[src/rtl/wrs_pkg.sv]
package wrs_pkg;
    typedef enum logic [1:0] {
        ST_IDLE  = 2'd0,
        ST_HOLD  = 2'd1,
        ST_WAIT  = 2'd2,
        ST_GUARD = 2'd3
    } wrs_state_e;
endpackage

[src/rtl/wrs_sync.sv]
module wrs_sync #(
    parameter int   STAGES    = 2,
    parameter logic RESET_VAL = 1'b1
) (
    input  logic clk,
    input  logic arst_n,
    input  logic d,
    output logic q
);
    logic [STAGES-1:0] sh_q;

    generate
        if (STAGES == 1) begin : g_single
            always_ff @(posedge clk or negedge arst_n) begin
                if (!arst_n) sh_q <= RESET_VAL;
                else         sh_q <= d;
            end
        end else begin : g_chain
            always_ff @(posedge clk or negedge arst_n) begin
                if (!arst_n) sh_q <= {STAGES{RESET_VAL}};
                else         sh_q <= {sh_q[STAGES-2:0], d};
            end
        end
    endgenerate

    assign q = sh_q[STAGES-1];
endmodule

[src/rtl/wrs_gate.sv]
module wrs_gate
    import wrs_pkg::*;
#(
    parameter int ADDR_W = 32,
    parameter int CTRL_W = 4
) (
    input  wrs_state_e        st,
    input  logic [ADDR_W-1:0] addr_i,
    input  logic [CTRL_W-1:0] ctrl_i,
    input  logic              cs0_req_i,
    output logic [ADDR_W-1:0] addr_o,
    output logic [CTRL_W-1:0] ctrl_o,
    output logic              cs0_o,
    output logic              data_oe
);
    logic bus_parked;
    logic cs0_block;

    always_comb begin
        bus_parked = (st == ST_HOLD) || (st == ST_WAIT);
        cs0_block  = bus_parked || (st == ST_GUARD);
        data_oe    = !bus_parked;
        addr_o     = bus_parked ? {ADDR_W{1'b1}} : addr_i;
        ctrl_o     = bus_parked ? '0 : ctrl_i;
        cs0_o      = cs0_block ? 1'b0 : cs0_req_i;
    end
endmodule

[src/rtl/wrst_seq.sv]
module wrst_seq
    import wrs_pkg::*;
#(
    parameter int WIN_CYCLES   = 4000,
    parameter int GUARD_CYCLES = 16,
    parameter int SYNC_STAGES  = 2,
    parameter int ADDR_W       = 32,
    parameter int CTRL_W       = 4
) (
    input  logic              clk,
    input  logic              cold_rst_n,
    input  logic              rst_line_i,
    output logic              rst_line_oe,
    input  logic [ADDR_W-1:0] addr_i,
    input  logic [CTRL_W-1:0] ctrl_i,
    input  logic              cs0_req_i,
    output logic [ADDR_W-1:0] addr_o,
    output logic [CTRL_W-1:0] ctrl_o,
    output logic              cs0_o,
    output logic              data_oe,
    output logic              busy_o,
    output logic              exc_o
);
    localparam int MAX_CNT = (WIN_CYCLES > GUARD_CYCLES) ? WIN_CYCLES : GUARD_CYCLES;
    localparam int CNT_W   = $clog2(MAX_CNT + 1);
    localparam logic [CNT_W-1:0] WIN_M1   = CNT_W'(WIN_CYCLES - 1);
    localparam logic [CNT_W-1:0] GUARD_M1 = CNT_W'(GUARD_CYCLES - 1);

    typedef struct packed {
        wrs_state_e       st;
        logic [CNT_W-1:0] cnt;
        logic             exc;
    } ctl_t;

    ctl_t ctl_d, ctl_q;
    logic line_s;

    wrs_sync #(.STAGES(SYNC_STAGES), .RESET_VAL(1'b1)) u_sync (
        .clk    (clk),
        .arst_n (cold_rst_n),
        .d      (rst_line_i),
        .q      (line_s)
    );

    always_comb begin
        ctl_d     = ctl_q;
        ctl_d.exc = 1'b0;
        unique case (ctl_q.st)
            ST_IDLE: begin
                if (!line_s) begin
                    ctl_d.st  = ST_HOLD;
                    ctl_d.cnt = WIN_M1;
                end
            end
            ST_HOLD: begin
                if (ctl_q.cnt == '0) begin
                    ctl_d.st  = ST_WAIT;
                    ctl_d.cnt = WIN_M1;
                end else begin
                    ctl_d.cnt = ctl_q.cnt - 1'b1;
                end
            end
            ST_WAIT: begin
                if (ctl_q.cnt != '0) begin
                    ctl_d.cnt = ctl_q.cnt - 1'b1;
                end else if (line_s) begin
                    ctl_d.st  = ST_GUARD;
                    ctl_d.cnt = GUARD_M1;
                end
            end
            ST_GUARD: begin
                if (ctl_q.cnt == '0) begin
                    ctl_d.st  = ST_IDLE;
                    ctl_d.exc = 1'b1;
                end else begin
                    ctl_d.cnt = ctl_q.cnt - 1'b1;
                end
            end
            default: ctl_d.st = ST_IDLE;
        endcase
    end

    always_ff @(posedge clk or negedge cold_rst_n) begin
        if (!cold_rst_n) begin
            ctl_q <= '{st: ST_IDLE, cnt: '0, exc: 1'b0};
        end else begin
            ctl_q <= ctl_d;
        end
    end

    assign rst_line_oe = (ctl_q.st == ST_HOLD);
    assign busy_o      = (ctl_q.st != ST_IDLE);
    assign exc_o       = ctl_q.exc;

    wrs_gate #(.ADDR_W(ADDR_W), .CTRL_W(CTRL_W)) u_gate (
        .st        (ctl_q.st),
        .addr_i    (addr_i),
        .ctrl_i    (ctrl_i),
        .cs0_req_i (cs0_req_i),
        .addr_o    (addr_o),
        .ctrl_o    (ctrl_o),
        .cs0_o     (cs0_o),
        .data_oe   (data_oe)
    );

    // Checker state: length of the current pull-low run.
    logic [CNT_W:0] oe_run_q;
    always_ff @(posedge clk or negedge cold_rst_n) begin
        if (!cold_rst_n)      oe_run_q <= '0;
        else if (rst_line_oe) oe_run_q <= oe_run_q + 1'b1;
        else                  oe_run_q <= '0;
    end

    p_oe_window_r4: assert property (@(posedge clk) disable iff (!cold_rst_n)
        $fell(rst_line_oe) |-> (oe_run_q == (CNT_W+1)'(WIN_CYCLES)));

    p_data_hiz_r2: assert property (@(posedge clk) disable iff (!cold_rst_n)
        rst_line_oe |-> (!data_oe && ctrl_o == '0));

    p_addr_ones_r3: assert property (@(posedge clk) disable iff (!cold_rst_n)
        !data_oe |-> (addr_o == {ADDR_W{1'b1}}));

    p_resume_line_r6: assert property (@(posedge clk) disable iff (!cold_rst_n)
        $rose(data_oe) |-> $past(line_s));

    p_cs0_gate_r7: assert property (@(posedge clk) disable iff (!cold_rst_n)
        busy_o |-> !cs0_o);

    p_exc_pulse_r8: assert property (@(posedge clk) disable iff (!cold_rst_n)
        exc_o |=> !exc_o);

    p_exc_idle_r8: assert property (@(posedge clk) disable iff (!cold_rst_n)
        exc_o |-> !busy_o);
endmodule

[config.mk]
export PLATFORM = sky130hd
export DESIGN_NAME = wrst_seq
export DESIGN_NICKNAME = d
export VERILOG_FILES = /design/src/rtl/wrs_pkg.sv /design/src/rtl/wrs_sync.sv /design/src/rtl/wrs_gate.sv /design/src/rtl/wrst_seq.sv
export SDC_FILE = /design/constraint.sdc
export NUM_CORES = 1
export LEC_CHECK = 0
export BUFFER_PORTS_ARGS = -buffer_cell sky130_fd_sc_hd__buf_2
export CAP_MARGIN = 10
export CELL_PAD_IN_SITES_DETAIL_PLACEMENT = 0
export CELL_PAD_IN_SITES_GLOBAL_PLACEMENT = 2
export CORE_ASPECT_RATIO = 0.7
export CORE_MARGIN = 4
export CORE_UTILIZATION = 23
export DETAILED_ROUTE_END_ITERATION = 16
export PLACE_DENSITY = 0.78
export SLEW_MARGIN = 10
export SYNTH_ARGS = -nofsm -noshare
export SYNTH_HDL_FRONTEND = slang
export SYNTH_SLANG_ARGS = --single-unit
export TNS_END_PERCENT = 5
[constraint.sdc]
create_clock -name clk -period 2.5 [get_ports clk]
set_input_delay 0.5 -clock clk [delete_from_list [all_inputs] [get_ports clk]]
set_output_delay 0.5 -clock clk [all_outputs]
set_load 0.02 [all_outputs]
==> flow_summary_export.csv, run 1 <==
group,metric,value,unit
run_status,status,"complete, no violations",
clocking,cts.reportedPaths.clkPinSlew,0.07,ns
timing,period_share,89.5,%
clocking,cts.sinks,17,
logic_synthesis,synth_area_leaders,"dfrtp_1 26%, or2_2 14%, ha_1 6.0%, nor2_1 3.9%, a21oi_1 3.8%",
worst_setup_path,cp-start-kind,"register",
power_and_ir_drop,ir_drop,0.162,mV
power_and_ir_drop,powerDensity,261,nW/um^2
routing,antenna_left,0,
global_routing,grt_pass1_wl,6.79,mm
timing,rsz0062_at_grt,"false",
logic_synthesis,ys.warnings.count,0,
die,rows,23,
clocking,h-tree-depth,1,
global_routing,grt_pass1_vias,1402,
finish,antennaDiodeCount,0,
worst_setup_path,cp-end-kind,"primary output",
finish,design_area,2020,um^2
die,die_h,74.6,um
logic_synthesis,synth_top_area_share,25.8,%
global_routing,grt-ovfl-total,0,
worst_setup_path,path_max_fanout,37,
finish,instances_no_fill,336,
place,pre_cts_slack,0.522,ns
worst_setup_path,path_class,"reg2out",
place,port_buffers,80,
logic_synthesis,netlist_instances,175,
timing,fmax,447,MHz
finish,syn_to_final_growth,38.8,%
logic_synthesis,avgSynthCellArea,8.33,um^2
worst_setup_path,cp.arrival,1.74,ns
clocking,holdBufCountCts,0,
timing,fin_tns_setup,0,ns
logic_synthesis,synth_top_area_cell,"dfrtp_1",
logic_synthesis,synth.net_count,222,
finish,nets,309,
run,max-cap-violations,0,
clocking,clkLatencyLatePin,0.25,ns
finish,drive_gt1_share,52.9,%
routing,first_pass_iters,4,
routing,num_vias,1568,
place,dp.final_hpwl,3.67,mm
routing,drt_iter0_drc,117,
clocking,ctsLongestPathBuffers,2,
timing,slew_headroom,52.5,%
routing,via_per_inst,4.67,
timing,layout_min_cycle_time,2.24,ns
timing,tightest_slew,0.706,ns
worst_setup_path,max_stage_delay,0.40,ns
logic_synthesis,synth_cell_types,43,
timing,slew_violations,0,
routing,wl_per_cell,13.6,um
timing,setup_violations,0,
hold_path,hp-class,"in2async",
clocking,cts_tree,"yes",
global_routing,grt_start_max_net_pins,38,
clocking,cts_resized,0,
logic_synthesis,syn_area,1460,um^2
finish,postLayoutCoreUtil,34.1,%
worst_setup_path,crit_path_top_delay_cell,"dfrtp_1",
place,gp_congestion,0.835,
logic_synthesis,synth_edf_count,0,
logic_synthesis,ys_seq_area_share,29.4,%
timing,finalClockSkew,0.00130,ns
worst_setup_path,crit_family,"buffers and inverters",
power_and_ir_drop,p_leak,0.875,nW
place,dpl_cell_area,1980,um^2
die,ios,81,
die,initial_core_util,24.6,%
logic_synthesis,async_flop_share,100,%
worst_setup_path,path_cells,"inv_1 > ha_1 > buf_4 > or2_2 > buf_2",
logic_synthesis,synth_ff_type,"dfrtp_1",
clocking,post-cts-setup-buffers,0,
routing,drc,0,
die,die_w,103,um
worst_setup_path,required,2.00,ns
timing,hold_viol,0,
global_routing,grt_antenna_before_repair,0,
place,post-place-cells,332,
clocking,cts-root-buf,"clkbuf_8",
die,dieArea,7700,um^2
worst_setup_path,timing.critical_path.buf_inv,3,
finish,nFillCells,626,
routing,finalWirelength,4.56,mm
global_routing,track_usage,11.2,%
die,design.core.area,5930,um^2
logic_synthesis,synth_seq_cells,17,
timing,worst_slack,0.262,ns
clocking,numCtsBuffers,3,
-- registers in the layout, indices dropped and copies added, names as in the netlist --
register	flops
ctl_q	14
u_sync.sh_q	2
exc_o	1
-- layout make-up --
type | instances | area (um^2) | share of cell area (%)
multi-input combinational | 139 | 936 | 46.3
timing repair buffer | 91 | 483 | 23.9
sequential | 17 | 428 | 21.2
tap | 75 | 93.8 | 4.64
clock buffer | 4 | 45.0 | 2.23
inverter | 10 | 37.5 | 1.86
-- power by group --
group / internal (mW) / switching, mW / leakage [nW] / total [mW]
logic: 0.0217 / 0.0103 / 0.678 / 0.0320
clock network: 0.113 / 0.104 / 0.0228 / 0.217
registers: 0.278 / 0.000982 / 0.174 / 0.279
-- final timing paths --
kind | startpoint | to | slack (ns) | depth (start not counted)
worst max-delay path | ctl_q[14] | addr_o[3] | 0.26 | 5
worst min-delay path | cold_rst_n | ctl_q[8] | 0.16 | 1
worst max register to register | ctl_q[1] | ctl_q[7] | 0.47 | 8
worst min register to register | u_sync.sh_q[0] | u_sync.sh_q[1] | 0.36 | 0
max in group asynchronous | cold_rst_n | u_sync.sh_q[0] | 2.02 | 1
min in group clk | rst_line_i | u_sync.sh_q[0] | 0.34 | 1
-- Yosys cell counts (all sizes together), types with 2 or more instances --
master and number:
ha 7, o21ai 9, or2 33, nor3 5, a211oi 4, inv 10
dfrtp 15, buf 3, mux2i 2, nor2 15, clkbuf 6, a31oi 8
a21oi 11, nand2 6, nand4 3, nand3 4, nor4 3, o22ai 2
nor2b 6, o22a 2, o211ai 3, dfstp 2
-- layer usage --
| metal | GRT usage, % | vias up | share of wire, % |
|---|---|---|---|
| li1 | - | 791 | - |
| met4 | 1.72 | 0 | 0.44 |
| met1 | 16.5 | 698 | 46 |
| met3 | 3.00 | 2 | 8.8 |
| met5 | 0 | - | 0 |
| met2 | 16.6 | 77 | 44 |
-- cell families (layout without fill, tap and decap cells) --
family,Yosys count,in the layout,synth area share (%)
AND/OR/NAND/NOR,83,83,35.9
AO/OA/AOI/OAI,47,47,20.9
buffers and inverters,19,105,6.44
flip-flops,17,17,29.4
adder cells (fa/ha/maj),7,7,6.01
multiplexers,2,2,1.37
-- cells in the final DEF (no fill, tap or decap), types with 2 or more instances in the layout --
master,count
dfrtp_1,15
nand2_1,6
o22ai_1,2
a31oi_1,8
a211oi_1,3
a21oi_1,11
buf_4,11
o211ai_1,3
clkbuf_8,3
or2_2,33
nor2_1,15
nor3_1,5
inv_1,10
mux2i_1,2
o22a_1,2
nor4_1,2
nand3_1,4
nor2b_1,5
o21ai_0,8
nand4_1,2
ha_1,7
buf_2,80
dfstp_2,2
-- stage by stage --
| stage | hold WS (ns) | total power [mW] |
|---|---|---|
| CTS | 0.178 | 0.537 |
| floorplan | 0.204 | 0.285 |
| global placement | 0.347 | 0.316 |
| finish | 0.162 | 0.528 |
| global route | 0.205 | 0.549 |
| detailed placement | 0.350 | 0.317 |
Power figures use the tool's default switching activity.
==> inputs of run 2 (changes only) <==
--- a/config.mk
+++ b/config.mk
@@ -14,6 +14,7 @@
 export CORE_UTILIZATION = 23
 export DETAILED_ROUTE_END_ITERATION = 16
 export PLACE_DENSITY = 0.78
+export RECOVER_POWER = 100
 export SLEW_MARGIN = 10
 export SYNTH_ARGS = -nofsm -noshare
 export SYNTH_HDL_FRONTEND = slang
==> run 2 against run 1 <==
Net effect:
- worst hold slack better by 0.18 ns
- clock-buffer cell count is the same
- global-route usage unchanged
- register-to-register slack worse by 0.13 ns
- clock power is essentially flat
- sequential share of layout area is 0.74 points higher
- critical path type unchanged
- largest power group unchanged
==> flow_summary_export.csv, run 2 (same netlist as run 1, synthesis figures left out) <==
group,metric,value,unit
run_status,status,"complete, no violations",
place,post-place-cells,332,
die,die_w,103,um
run,max-cap-violations,0,
power_and_ir_drop,p_leak,0.797,nW
finish,largest_reg_flops,14,
routing,finalWirelength,4.56,mm
global_routing,grt_pass1_vias,1402,
finish,drive_gt1_share,34.9,%
die,design.core.area,5930,um^2
timing,fin_tns_setup,0,ns
power_and_ir_drop,ir_drop,0.164,mV
global_routing,grt_antenna_before_repair,0,
routing,via_per_inst,4.64,
die,rows,23,
finish,design_area,1950,um^2
finish,instances_no_fill,336,
place,gp_congestion,0.835,
clocking,holdBufCountCts,0,
worst_setup_path,required,2.00,ns
routing,drc,0,
worst_setup_path,max_stage_delay,0.40,ns
timing,finalClockSkew,0.000790,ns
worst_setup_path,r2r_start,"ctl_q[1]",
timing,rsz0062_at_grt,"false",
finish,seqCellArea,428,um^2
power_and_ir_drop,switching_share,21.7,%
routing,num_vias,1560,
clocking,clkLatencyLatePin,0.25,ns
hold_path,hp-class,"in2reg",
clocking,cts_tree,"yes",
routing,drt_iter0_drc,123,
finish,multiInputGateArea,930,um^2
finish,antennaDiodeCount,0,
clocking,cts_resized,0,
die,ios,81,
power_and_ir_drop,comb_power_share,6.0,%
timing,period_share,90.1,%
routing,antenna_left,0,
timing,holdWs,0.340,ns
finish,syn_to_final_growth,34.1,%
finish,nFillCells,636,
worst_setup_path,cp-end-kind,"primary output",
clocking,h-tree-depth,1,
place,dpl_cell_area,1980,um^2
timing,hold_viol,0,
clocking,cts-root-buf,"clkbuf_8",
power_and_ir_drop,p_int,413,uW
timing,fmax,444,MHz
worst_setup_path,path_class,"reg2out",
finish,layout_common_cells,"45 x clkbuf_1, 39 x buf_2, 32 x or2_2",
timing,tightest_slew,0.951,ns
die,initial_core_util,24.6,%
finish,final_common_cell,"clkbuf_1",
routing,wl_per_cell,13.6,um
worst_setup_path,timing.critical_path.buf_inv,3,
place,dp.final_hpwl,3.67,mm
finish,postLayoutCoreUtil,33.0,%
routing,first_pass_iters,4,
timing,slew_headroom,36.6,%
hold_path,hp-start,"rst_line_i",
clocking,cts.sinks,17,
clocking,post-cts-setup-buffers,0,
global_routing,grt-ovfl-total,0,
global_routing,grt_start_max_net_pins,38,
timing,setup_violations,0,
worst_setup_path,crit_path_top_delay_cell,"dfrtp_1",
worst_setup_path,cp-start-kind,"register",
worst_setup_path,crit_path_start,"ctl_q[14]",
worst_setup_path,path_max_fanout,37,
finish,nets,309,
clocking,numCtsBuffers,3,
global_routing,grt_pass1_wl,6.79,mm
clocking,cts.reportedPaths.clkPinSlew,0.07,ns
power_and_ir_drop,powerDensity,270,nW/um^2
clocking,ctsLongestPathBuffers,2,
power_and_ir_drop,p_seq_share,52.9,%
worst_setup_path,path_cells,"inv_1 > ha_1 > buf_4 > or2_2 > clkbuf_1",
timing,slew_violations,0,
global_routing,track_usage,11.2,%
die,die_h,74.6,um
power_and_ir_drop,p_clk_share,41.1,%
worst_setup_path,cp.arrival,1.75,ns
worst_setup_path,crit_family,"buffers and inverters",
die,dieArea,7700,um^2
power_and_ir_drop,p_sw,114,uW
timing,layout_min_cycle_time,2.25,ns
place,port_buffers,80,
finish,regMostFlops,"ctl_q",
==> run 2: cell type report <==
class                   count  area share, %
repair buffers             91           21.5
inverters                  10           1.92
clock buffers               4           2.30
flip-flops and latches     17           21.9
well taps                  75           4.80
multi-input cells         139           47.6
==> run 2: worst reg2reg max path, cell delays in order, from the launching register on <==
cell      delay, ns
dfrtp_1        0.43
inv_1          0.10
ha_1           0.20
nor4b_4        0.30
clkbuf_1       0.31
and4_1         0.33
nand2_1        0.07
a211oi_1       0.23
a211oi_1       0.07
==> run 2: path summary, 6_finish.rpt <==
| path | depth (start not counted) | endpoint | slack [ns] |
|---|---|---|---|
| worst max-delay path | 5 | addr_o[3] | 0.25 |
| worst max register to register | 8 | ctl_q[12] | 0.34 |
| worst min-delay path | 1 | u_sync.sh_q[0] | 0.34 |
| worst min register to register | 0 | u_sync.sh_q[1] | 0.36 |
| min in group asynchronous | 1 | ctl_q[8] | 0.37 |
| max in group asynchronous | 1 | ctl_q[13] | 1.56 |
==> run 2: routing by layer <==
metal / share of wire, % / up-vias / GRT usage [%]
met5: 0 / - / 0
met1: 47 / 704 / 16.5
met3: 7.8 / 2 / 3.00
met2: 45 / 64 / 16.6
met4: 0.50 / 0 / 1.72
li1: - / 790 / -
==> run 2: power by group through the flow <==
stage / clock network [mW] / registers [mW] / logic, mW
detailed placement: 0 / 0.284 / 0.0328
finish: 0.216 / 0.279 / 0.0317
CTS: 0.226 / 0.279 / 0.0329
floorplan: 0 / 0.284 / 0.00109
global route: 0.233 / 0.279 / 0.0371
global placement: 0 / 0.284 / 0.0323
==> run 2: stage by stage <==
| stage | power, mW | worst slack (ns) |
|---|---|---|
| after floorplan | 0.285 | 0.609 |
| after global placement | 0.316 | 0.514 |
| after detailed placement | 0.317 | 0.522 |
| after CTS | 0.537 | 0.243 |
| after global routing | 0.549 | 0.137 |
| final | 0.527 | 0.248 |
==> inputs of run 3 (changes only) <==
--- a/config.mk
+++ b/config.mk
@@ -5,14 +5,14 @@
 export SDC_FILE = /design/constraint.sdc
 export NUM_CORES = 1
 export LEC_CHECK = 0
-export BUFFER_PORTS_ARGS = -buffer_cell sky130_fd_sc_hd__buf_2
 export CAP_MARGIN = 10
 export CELL_PAD_IN_SITES_DETAIL_PLACEMENT = 0
 export CELL_PAD_IN_SITES_GLOBAL_PLACEMENT = 2
-export CORE_ASPECT_RATIO = 0.7
+export CORE_ASPECT_RATIO = 0.75
 export CORE_MARGIN = 4
-export CORE_UTILIZATION = 23
+export CORE_UTILIZATION = 33
 export DETAILED_ROUTE_END_ITERATION = 16
+export DONT_BUFFER_PORTS = 1
 export PLACE_DENSITY = 0.78
 export RECOVER_POWER = 100
 export SLEW_MARGIN = 10
==> run 3 against run 2 <==
Net effect:
- sequential cell count is the same
- worst setup slack lost 0.039 ns
- first-iteration DRC count shrank 7.3%
- clock skew is essentially flat
- largest cell class unchanged
- utilization grew 3.9 points
- highest routed layer unchanged
==> flow_summary_export.csv, run 3 (same netlist as run 1, synthesis figures left out) <==
group,metric,value,unit
clocking,post-cts-setup-buffers,0,
timing,setup_violations,0,
finish,instances_no_fill,231,
power_and_ir_drop,powerDensity,321,nW/um^2
die,ios,81,
routing,via_per_inst,5.70,
clocking,clkLatencyLatePin,0.25,ns
clocking,ctsLongestPathBuffers,2,
finish,regMostFlops,"ctl_q",
worst_setup_path,r2r_start,"ctl_q[1]",
power_and_ir_drop,power,492,uW
worst_setup_path,cp-end-kind,"primary output",
finish,final_common_cell,"or2_2",
global_routing,grt_start_max_net_pins,38,
die,design.core.area,4150,um^2
place,pre_cts_slack,0.441,ns
finish,postLayoutCoreUtil,36.9,%
die,rows,20,
clocking,cts.sinks,17,
global_routing,track_usage,13.2,%
clocking,cts-root-buf,"clkbuf_8",
worst_setup_path,cp.arrival,1.79,ns
finish,largest_reg_flops,14,
finish,layout_common_cells,"33 x or2_2, 15 x nor2_1, 15 x dfrtp_1",
timing,rsz0062_at_grt,"false",
timing,finalClockSkew,0.000865,ns
power_and_ir_drop,ir_drop,0.235,mV
clocking,cts.reportedPaths.clkPinSlew,0.06,ns
global_routing,grt_antenna_before_repair,0,
worst_setup_path,path_max_fanout,37,
timing,fin_tns_setup,0,ns
worst_setup_path,path_class,"reg2out",
timing,period_share,91.7,%
finish,nFillCells,443,
run,max-cap-violations,0,
die,die_w,84.7,um
global_routing,grt_pass1_vias,1194,
power_and_ir_drop,p_leak,0.547,nW
power_and_ir_drop,comb_power_share,1.4,%
power_and_ir_drop,p_int,393,uW
die,dieArea,5560,um^2
timing,worst_slack,0.209,ns
timing,fmax,436,MHz
routing,num_vias,1317,
hold_path,hp-class,"in2async",
routing,antenna_left,0,
timing,slew_headroom,50.9,%
clocking,h-tree-depth,1,
run_status,status,"complete, no violations",
global_routing,grt-ovfl-total,0,
worst_setup_path,cp-start-kind,"register",
timing,tightest_slew,0.729,ns
clocking,cts_tree,"yes",
power_and_ir_drop,p_seq_share,56.7,%
routing,wl_per_cell,17.3,um
power_and_ir_drop,p_clk_share,41.9,%
place,gp_congestion,0.853,
power_and_ir_drop,switching_share,20.0,%
timing,slew_violations,0,
die,initial_core_util,35.1,%
finish,nets,224,
global_routing,grt_pass1_wl,5.83,mm
worst_setup_path,required,2.00,ns
place,dp.final_hpwl,3.14,mm
finish,syn_to_final_growth,5.06,%
routing,finalWirelength,3.99,mm
die,die_h,65.6,um
timing,hold_viol,0,
finish,antennaDiodeCount,0,
routing,drt_iter0_drc,114,
timing,layout_min_cycle_time,2.29,ns
finish,drive_gt1_share,27.3,%
clocking,numCtsBuffers,3,
place,port_buffers,0,
routing,drc,0,
routing,first_pass_iters,5,
place,post-place-cells,226,
worst_setup_path,crit_path_start,"ctl_q[13]",
power_and_ir_drop,p_sw,98.2,uW
run 3: critical path, cell delays in order (launching register included):
cell and delay [ns]:
dfrtp_1 0.37, inv_1 0.09, ha_1 0.59, or2_2 0.48
run 3: power by group through the flow:
stage | Sequential (mW) | Clock [mW] | Combinational (mW)
3_5_place_dp | 0.284 | 0 | 0.00109
2_1_floorplan | 0.284 | 0 | 0.00109
6_report | 0.279 | 0.206 | 0.00674
3_3_place_gp | 0.284 | 0 | 0.00109
5_1_grt | 0.279 | 0.228 | 0.00802
4_1_cts | 0.279 | 0.212 | 0.00725
run 3: final cells by class:
cell class	count	area, um^2	area share (%)
well taps	55	68.8	4.49
clock buffers	4	45.0	2.94
flip-flops and latches	17	428	27.9
inverters	10	37.5	2.45
repair buffers	6	43.8	2.86
multi-input cells	139	908	59.3
run 3: stage by stage:
stage	area (um^2)	hold slack (ns)
2_1_floorplan	1460	0.204
3_3_place_gp	1510	0.205
3_5_place_dp	1510	0.205
4_1_cts	1560	0.0750
5_1_grt	1530	0.0637
6_report	1530	0.0826
run 3: worst paths after layout:
check / end / slack, ns / cells past startpoint
setup / recovery: addr_o[2] / 0.21 / 3
hold / removal: u_sync.sh_q[0] / 0.08 / 0
setup reg to reg: ctl_q[10] / 0.24 / 7
hold reg to reg: u_sync.sh_q[1] / 0.36 / 0
max in group asynchronous: ctl_q[6] / 1.34 / 1
min in group clk: u_sync.sh_q[0] / 0.24 / 0
run 3: routing by layer:
metal | up-vias | GRT usage, % | share of wire (%)
met2 | 86 | 20.8 | 48
li1 | 622 | - | -
met4 | 0 | 3.56 | 1.2
met5 | - | 0 | 0
met1 | 598 | 17.8 | 41
met3 | 11 | 3.51 | 9.2
run 3: repair_timing:
item                                   CTS  global route
hold buffers                             1             0
endpoints found under the hold margin   15             0
gates resized for setup                  0             0
